==> src/rtl/sfsb_pkg.sv <==
package sfsb_pkg;

    localparam int unsigned SB_ADDR_W  = 32;
    localparam int unsigned SB_DATA_W  = 32;
    localparam int unsigned SB_LVL_CNT = 4;
    localparam int unsigned SB_TAG_W   = SB_LVL_CNT + 1;
    localparam int unsigned SB_SET_LVL = SB_LVL_CNT;
    localparam int unsigned SB_SEL_W   = $clog2(SB_TAG_W);

    typedef logic [SB_TAG_W-1:0] scope_tag_t;

    typedef struct packed {
        logic [SB_ADDR_W-1:0] addr;
        logic [SB_DATA_W-1:0] data;
        scope_tag_t           tag;
    } store_ent_t;

    typedef struct packed {
        logic                wide;
        logic [SB_SEL_W-1:0] level;
    } fence_sel_t;

    // Does a store with this tag fall under the given fence selection?
    function automatic logic sel_hits(scope_tag_t tag, fence_sel_t sel);
        logic hit;
        hit = 1'b0;
        if (sel.wide || (sel.level > SB_SEL_W'(SB_SET_LVL))) begin
            hit = 1'b1;
        end else begin
            for (int i = 0; i < SB_TAG_W; i++) begin
                if (sel.level == SB_SEL_W'(i)) hit = tag[i];
            end
        end
        return hit;
    endfunction

endpackage

==> src/rtl/sfsb_ring.sv <==
module sfsb_ring
    import sfsb_pkg::*;
#(
    parameter int unsigned DEPTH = 8
) (
    input  logic                          clk,
    input  logic                          rst,
    input  logic                          push,
    input  store_ent_t                    push_ent,
    input  logic                          pop,
    output store_ent_t                    head_ent,
    output logic                          full,
    output logic                          empty,
    output logic [DEPTH-1:0]              occ,
    output logic [DEPTH-1:0]              pop_vec,
    output logic [DEPTH-1:0][SB_TAG_W-1:0] tags
);

    localparam int unsigned PTR_W = (DEPTH > 1) ? $clog2(DEPTH) : 1;

    store_ent_t       mem [DEPTH];
    logic [PTR_W-1:0] wr_ptr, rd_ptr;
    logic [DEPTH-1:0] occ_q;

    function automatic logic [PTR_W-1:0] bump(logic [PTR_W-1:0] p);
        return (p == PTR_W'(DEPTH - 1)) ? '0 : p + PTR_W'(1);
    endfunction

    always_ff @(posedge clk) begin
        if (rst) begin
            wr_ptr <= '0;
            rd_ptr <= '0;
        end else begin
            if (push) wr_ptr <= bump(wr_ptr);
            if (pop)  rd_ptr <= bump(rd_ptr);
        end
    end

    generate
        for (genvar s = 0; s < DEPTH; s++) begin : g_slot
            logic wr_here, rd_here;
            assign wr_here    = push && (wr_ptr == PTR_W'(s));
            assign rd_here    = pop  && (rd_ptr == PTR_W'(s));
            assign pop_vec[s] = rd_here;
            assign tags[s]    = mem[s].tag;

            always_ff @(posedge clk) begin
                if (rst) begin
                    occ_q[s] <= 1'b0;
                end else if (wr_here) begin
                    occ_q[s] <= 1'b1;
                end else if (rd_here) begin
                    occ_q[s] <= 1'b0;
                end
            end

            always_ff @(posedge clk) begin
                if (wr_here) mem[s] <= push_ent;
            end
        end
    endgenerate

    assign occ      = occ_q;
    assign full     = &occ_q;
    assign empty    = ~|occ_q;
    assign head_ent = mem[rd_ptr];

    // an accepted store never lands on an occupied slot
    a_r2_no_overflow: assert property (@(posedge clk) disable iff (rst)
        push |-> !occ_q[wr_ptr]);

    // an unacknowledged head keeps its contents
    a_r3_head_stable: assert property (@(posedge clk) disable iff (rst)
        (!empty && !pop && !push) |=> (!empty && $stable(head_ent)));

endmodule

==> src/rtl/sfsb_scope_match.sv <==
module sfsb_scope_match
    import sfsb_pkg::*;
#(
    parameter int unsigned DEPTH = 8
) (
    input  logic [DEPTH-1:0]               occ,
    input  logic [DEPTH-1:0][SB_TAG_W-1:0] tags,
    input  fence_sel_t                     sel,
    output logic [DEPTH-1:0]               hit
);

    generate
        for (genvar s = 0; s < DEPTH; s++) begin : g_cmp
            assign hit[s] = occ[s] && sel_hits(tags[s], sel);
        end
    endgenerate

endmodule

==> src/rtl/sfsb_fence_ctl.sv <==
module sfsb_fence_ctl #(
    parameter int unsigned DEPTH = 8
) (
    input  logic             clk,
    input  logic             rst,
    input  logic             req,
    input  logic [DEPTH-1:0] hit,
    input  logic [DEPTH-1:0] pop_vec,
    output logic             busy,
    output logic             done
);

    logic             active_q;
    logic [DEPTH-1:0] pend_q;

    assign busy = active_q;
    assign done = active_q && (pend_q == '0);

    always_ff @(posedge clk) begin
        if (rst) begin
            active_q <= 1'b0;
            pend_q   <= '0;
        end else if (active_q) begin
            if (done) active_q <= 1'b0;
            pend_q <= pend_q & ~pop_vec;
        end else if (req) begin
            active_q <= 1'b1;
            pend_q   <= hit & ~pop_vec;
        end
    end

    // an accepted request makes the controller busy next cycle
    a_r4_busy_after_req: assert property (@(posedge clk) disable iff (rst)
        (req && !busy) |=> busy);

    // completion is a single-cycle pulse
    a_r5_done_pulse: assert property (@(posedge clk) disable iff (rst)
        done |=> !done);

    // a busy fence stays busy until it completes
    a_r9_hold_busy: assert property (@(posedge clk) disable iff (rst)
        (busy && !done) |=> busy);

    // the wait set never gains stores after acceptance
    a_r8_pending_shrinks: assert property (@(posedge clk) disable iff (rst)
        (active_q && $past(active_q)) |-> ((pend_q & ~$past(pend_q)) == '0));

endmodule

==> src/rtl/sfsb_top.sv <==
module sfsb_top
    import sfsb_pkg::*;
#(
    parameter int unsigned DEPTH = 8
) (
    input  logic                 clk,
    input  logic                 rst,
    input  logic                 enq_valid,
    output logic                 enq_ready,
    input  logic [SB_ADDR_W-1:0] enq_addr,
    input  logic [SB_DATA_W-1:0] enq_data,
    input  logic [SB_TAG_W-1:0]  enq_scope,
    output logic                 drn_valid,
    output logic [SB_ADDR_W-1:0] drn_addr,
    output logic [SB_DATA_W-1:0] drn_data,
    input  logic                 drn_ack,
    input  logic                 fence_req,
    input  logic                 fence_global,
    input  logic [SB_SEL_W-1:0]  fence_level,
    output logic                 fence_busy,
    output logic                 fence_done
);

    store_ent_t                     in_ent, head_ent;
    fence_sel_t                     sel;
    logic                           push, pop, full, empty;
    logic [DEPTH-1:0]               occ, pop_vec, hit;
    logic [DEPTH-1:0][SB_TAG_W-1:0] tags;

    assign in_ent    = '{addr: enq_addr, data: enq_data, tag: enq_scope};
    assign sel       = '{wide: fence_global, level: fence_level};
    assign enq_ready = !full;
    assign drn_valid = !empty;
    assign push      = enq_valid && enq_ready;
    assign pop       = drn_valid && drn_ack;
    assign drn_addr  = head_ent.addr;
    assign drn_data  = head_ent.data;

    sfsb_ring #(.DEPTH(DEPTH)) u_ring (
        .clk      (clk),
        .rst      (rst),
        .push     (push),
        .push_ent (in_ent),
        .pop      (pop),
        .head_ent (head_ent),
        .full     (full),
        .empty    (empty),
        .occ      (occ),
        .pop_vec  (pop_vec),
        .tags     (tags)
    );

    sfsb_scope_match #(.DEPTH(DEPTH)) u_match (
        .occ  (occ),
        .tags (tags),
        .sel  (sel),
        .hit  (hit)
    );

    sfsb_fence_ctl #(.DEPTH(DEPTH)) u_fence (
        .clk     (clk),
        .rst     (rst),
        .req     (fence_req),
        .hit     (hit),
        .pop_vec (pop_vec),
        .busy    (fence_busy),
        .done    (fence_done)
    );

    // the head leaves only through a handshake
    a_r3_hold_head: assert property (@(posedge clk) disable iff (rst)
        (drn_valid && !drn_ack) |=> (drn_valid && $stable(drn_addr) && $stable(drn_data)));

endmodule

==> config.mk <==
export PLATFORM = sky130hd
export DESIGN_NAME = sfsb_top
export DESIGN_NICKNAME = d
export VERILOG_FILES = /design/src/rtl/sfsb_pkg.sv /design/src/rtl/sfsb_ring.sv /design/src/rtl/sfsb_scope_match.sv /design/src/rtl/sfsb_fence_ctl.sv /design/src/rtl/sfsb_top.sv
export SDC_FILE = /design/constraint.sdc
export NUM_CORES = 1
export LEC_CHECK = 0
export BUFFER_PORTS_ARGS = -buffer_cell sky130_fd_sc_hd__buf_2
export CAP_MARGIN = 40
export CORE_UTILIZATION = 54
export DETAILED_ROUTE_END_ITERATION = 10
export PLACE_DENSITY = 0.75
export REMOVE_ABC_BUFFERS = 1
export SLEW_MARGIN = 25
export SYNTH_ARGS = -nofsm -noshare
export SYNTH_HDL_FRONTEND = slang
export SYNTH_SLANG_ARGS = --single-unit
==> constraint.sdc <==
create_clock -name clk -period 2.9 [get_ports clk]
set_input_delay 0.145 -clock clk [delete_from_list [all_inputs] [get_ports clk]]
set_output_delay 0.145 -clock clk [all_outputs]
set_load 0.02 [all_outputs]
==> run metrics <==
Crit Path Category=register to output pin; final period utilization=0.944; status=complete, no violations; first-pass GRT wire length=roughly 66000 microns; clock buffer depth=3; DR pass1 iterations=5; number of synthesized flops with an enable pin=about 550; CTS buffer count=55; Final Hold Vio Count=0; Final Cell Area=26300 sq um; post-synthesis sequential area ratio=0.776; die height=204 microns; HP Start=fence_global; Post-Syn Instances=989; via count=approximately 11k; number of buffers added on ports=145; Yosys reg bits=about 580; RSZ-0062 raised after global routing=false; Yosys top cell by area=edfxtp_1; # fillers=2612; initial antenna violation count=1; dominant delay contributor by cell family on the critical path=multiplexers; GRT Util Overall=0.214; Avg WL per Cell=23.8 microns; final wirelength=43400 microns; die area=between 40000 and 50000 sq um; WP data required=about 2800 ps; Arrival @ worst endpoint=2590 ps; setup bufs post-CTS=0; DRC viols=0; pin count of the biggest net entering global routing=53; Placer Congestion=between 0.8 and 0.9; setup TNS=0 ps; area added between synthesis and finish=19.5%; type of the tightest min-delay check=input pin to register; Post-DP Area=23800 sq um; Crit Reg-Reg Startpoint=u_ring.occ[7]$_SDFFE_PP0P_; worst path buffer plus inverter count=2; Setup crit end kind=output pin; die span in x=204 microns; crit-path max FO=20; number of global-route vias before repair=11.2k; Synthesis Warnings=0; Placeable Area=40000 sq um; Netlist Area Pre-Place=22000 sq um; mean post-synth cell area=22.3 sq um; DR iter-0 viols=~860; Main synth FF type=edfxtp_1; Peak supply drop=0.000696 V; clock sink count=578; CTS tree=built; Yosys top cell area share=0.752; Fmax=365 MHz; IO Pins=146; Post-synth ARST share=0; root buffer cell=clkbuf_16; PD cells=between 600 and 700 nW/um^2; Worst-Skew Late Latency=approximately 600 ps; DPL Wire Length=24600 microns; Setup Viol. Count Final=0; Initial Utilization=0.551; placed cells=1647; worst slew pin tran=725 ps; CP peak stage delay=560 ps; fin. max-slew vios=0; # diodes=0; share of layout cells above drive strength 1=0.365; Leak Pwr=8.57 nW; Finished Layout Cells=around 1.8k; Clock Skew=approximately 20 ps; type of origin of the critical path=register; post-route ant nets=0; Synth area leaders=edfxtp_1, mux4_2, mux2_2, dfxtp_1, ha_1; critical-path cell list=buf_4 -> mux4_2 -> mux2_2 -> buf_2; Period minus WS final=2740 ps; Worst-path clk slew=60 ps; pre-CTS setup slack=around 700 ps; headroom to the max-slew limit=0.515; Via density=5.81; max-cap viol count=0; nets=between 1k and 1.5k; GRT overflow=0; row cnt=73; fin util=0.658; crit path max-delay cell type=mux4_2; PnR worst setup slack=164 ps; Netlist cell types=47; H-tree levels=2
cell usage after synthesis (all sizes together), types with 3 or more instances:
cell     number
o31ai         4
or4           3
nand2        17
mux2         66
or3           3
inv          21
nor4          6
a31oi         7
nand4         3
o21ai         8
mux2i         9
edfxtp      552
nand3         6
mux4        128
nor2         11
a2111oi       3
or2           3
o32ai         5
a221oi        5
a22oi         4
nor2b         5
dfxtp        26
a21oi        11
buf          18
nand2b        7
clkbuf       28
ha           12
nor3          3
final timing paths:
| check | end | depth (start not counted) | slack, ps |
|---|---|---|---|
| max reg2reg | u_ring.mem[0][63]$_DFFE_PP_ | 5 | 730 |
| min reg2reg | u_fence.pend_q[2]$_SDFFE_PP0P_ | 2 | 470 |
| min | u_fence.pend_q[5]$_SDFFE_PP0P_ | 3 | 60 |
| max | drn_addr[6] | 4 | 160 |
cells by family (layout without fill, tap and decap cells):
logic type                 Yosys count  in the layout  share of synthesized area
adders and majority gates           12             12                    0.00681
DFF                                578            578                      0.776
AOI/OAI and AO/OA                   56             56                     0.0187
and+or+nand+nor                     73             73                     0.0178
buffers and inverters               67            377                     0.0125
muxes                              203            203                      0.169
layer usage:
layer | share of wire | vias up | global-route usage | routed length (microns)
met3 | 0.060 | 74 | 0.0379 | 2600
li1 | - | 4686 | - | -
met2 | 0.50 | 356 | 0.354 | 21800
met5 | 0.00028 | - | 0 | 12
met1 | 0.42 | 5481 | 0.292 | 18000
met4 | 0.023 | 2 | 0.0696 | 988
power breakdown:
part           total (W)  internal (W)  leakage (nW)  switching, W
Clock            0.00726       0.00426         0.893       0.00300
Sequential       0.00945       0.00937          5.23     0.0000781
Combinational    0.00152      0.000709          2.45      0.000813
layout make-up:
| cell class | count | area (sq um) | area share |
|---|---|---|---|
| Sequential cell | 578 | 17100 | 0.649 |
| Tap cell | 525 | 657 | 0.0249 |
| Multi-Input combinational cell | 344 | 4680 | 0.178 |
| Clock inverter | 39 | 417 | 0.0158 |
| Timing Repair Buffer | 252 | 1960 | 0.0745 |
| Inverter | 21 | 86.3 | 0.00328 |
| Clock buffer | 65 | 1440 | 0.0545 |
placed cells by master (no fill, tap or decap), types with 6 or more instances in the layout:
cell	synthesis	layout
nor2_1	11	11
mux2_2	66	66
o21ai_0	6	6
mux2i_1	9	9
a21oi_1	11	11
dfxtp_1	26	23
nand2b_1	7	7
dlygate4sd3_1	0	73
inv_1	21	15
buf_12	0	20
clkbuf_16	0	56
ha_1	12	12
clkbuf_1	28	9
a31oi_1	7	7
mux4_2	128	128
nand3_1	6	6
clkinv_2	0	15
buf_4	2	14
bufinv_16	0	8
buf_2	14	145
edfxtp_1	552	552
clkinv_1	0	12
nand2_1	17	17
nor4_1	6	6
flip-flops by register name, summed over array words and instances, names as in the netlist, named ones only:
signal and count:
u_fence.busy 1, u_ring.rd_ptr 3, u_ring.wr_ptr 3, u_ring.occ 8, u_ring.mem 552, u_fence.pend_q 8
through the flow:
step           hold WS, ps  power (W)
6_report              59.9     0.0182
5_1_grt               95.6     0.0188
4_1_cts               26.1     0.0184
3_5_place_dp           414     0.0111
3_3_place_gp           408     0.0111
2_1_floorplan          214     0.0106
worst min-delay path, cell delays in order:
cell	delay, ps
buf_2	180
a221oi_1	70
o32ai_1	200
what timing repair did:
item,in CTS,in global routing
gates resized for setup,0,0
endpoints found under the hold margin,566,0
hold buffers,73,0
No activity file was read; power rests on OpenSTA's default activity.
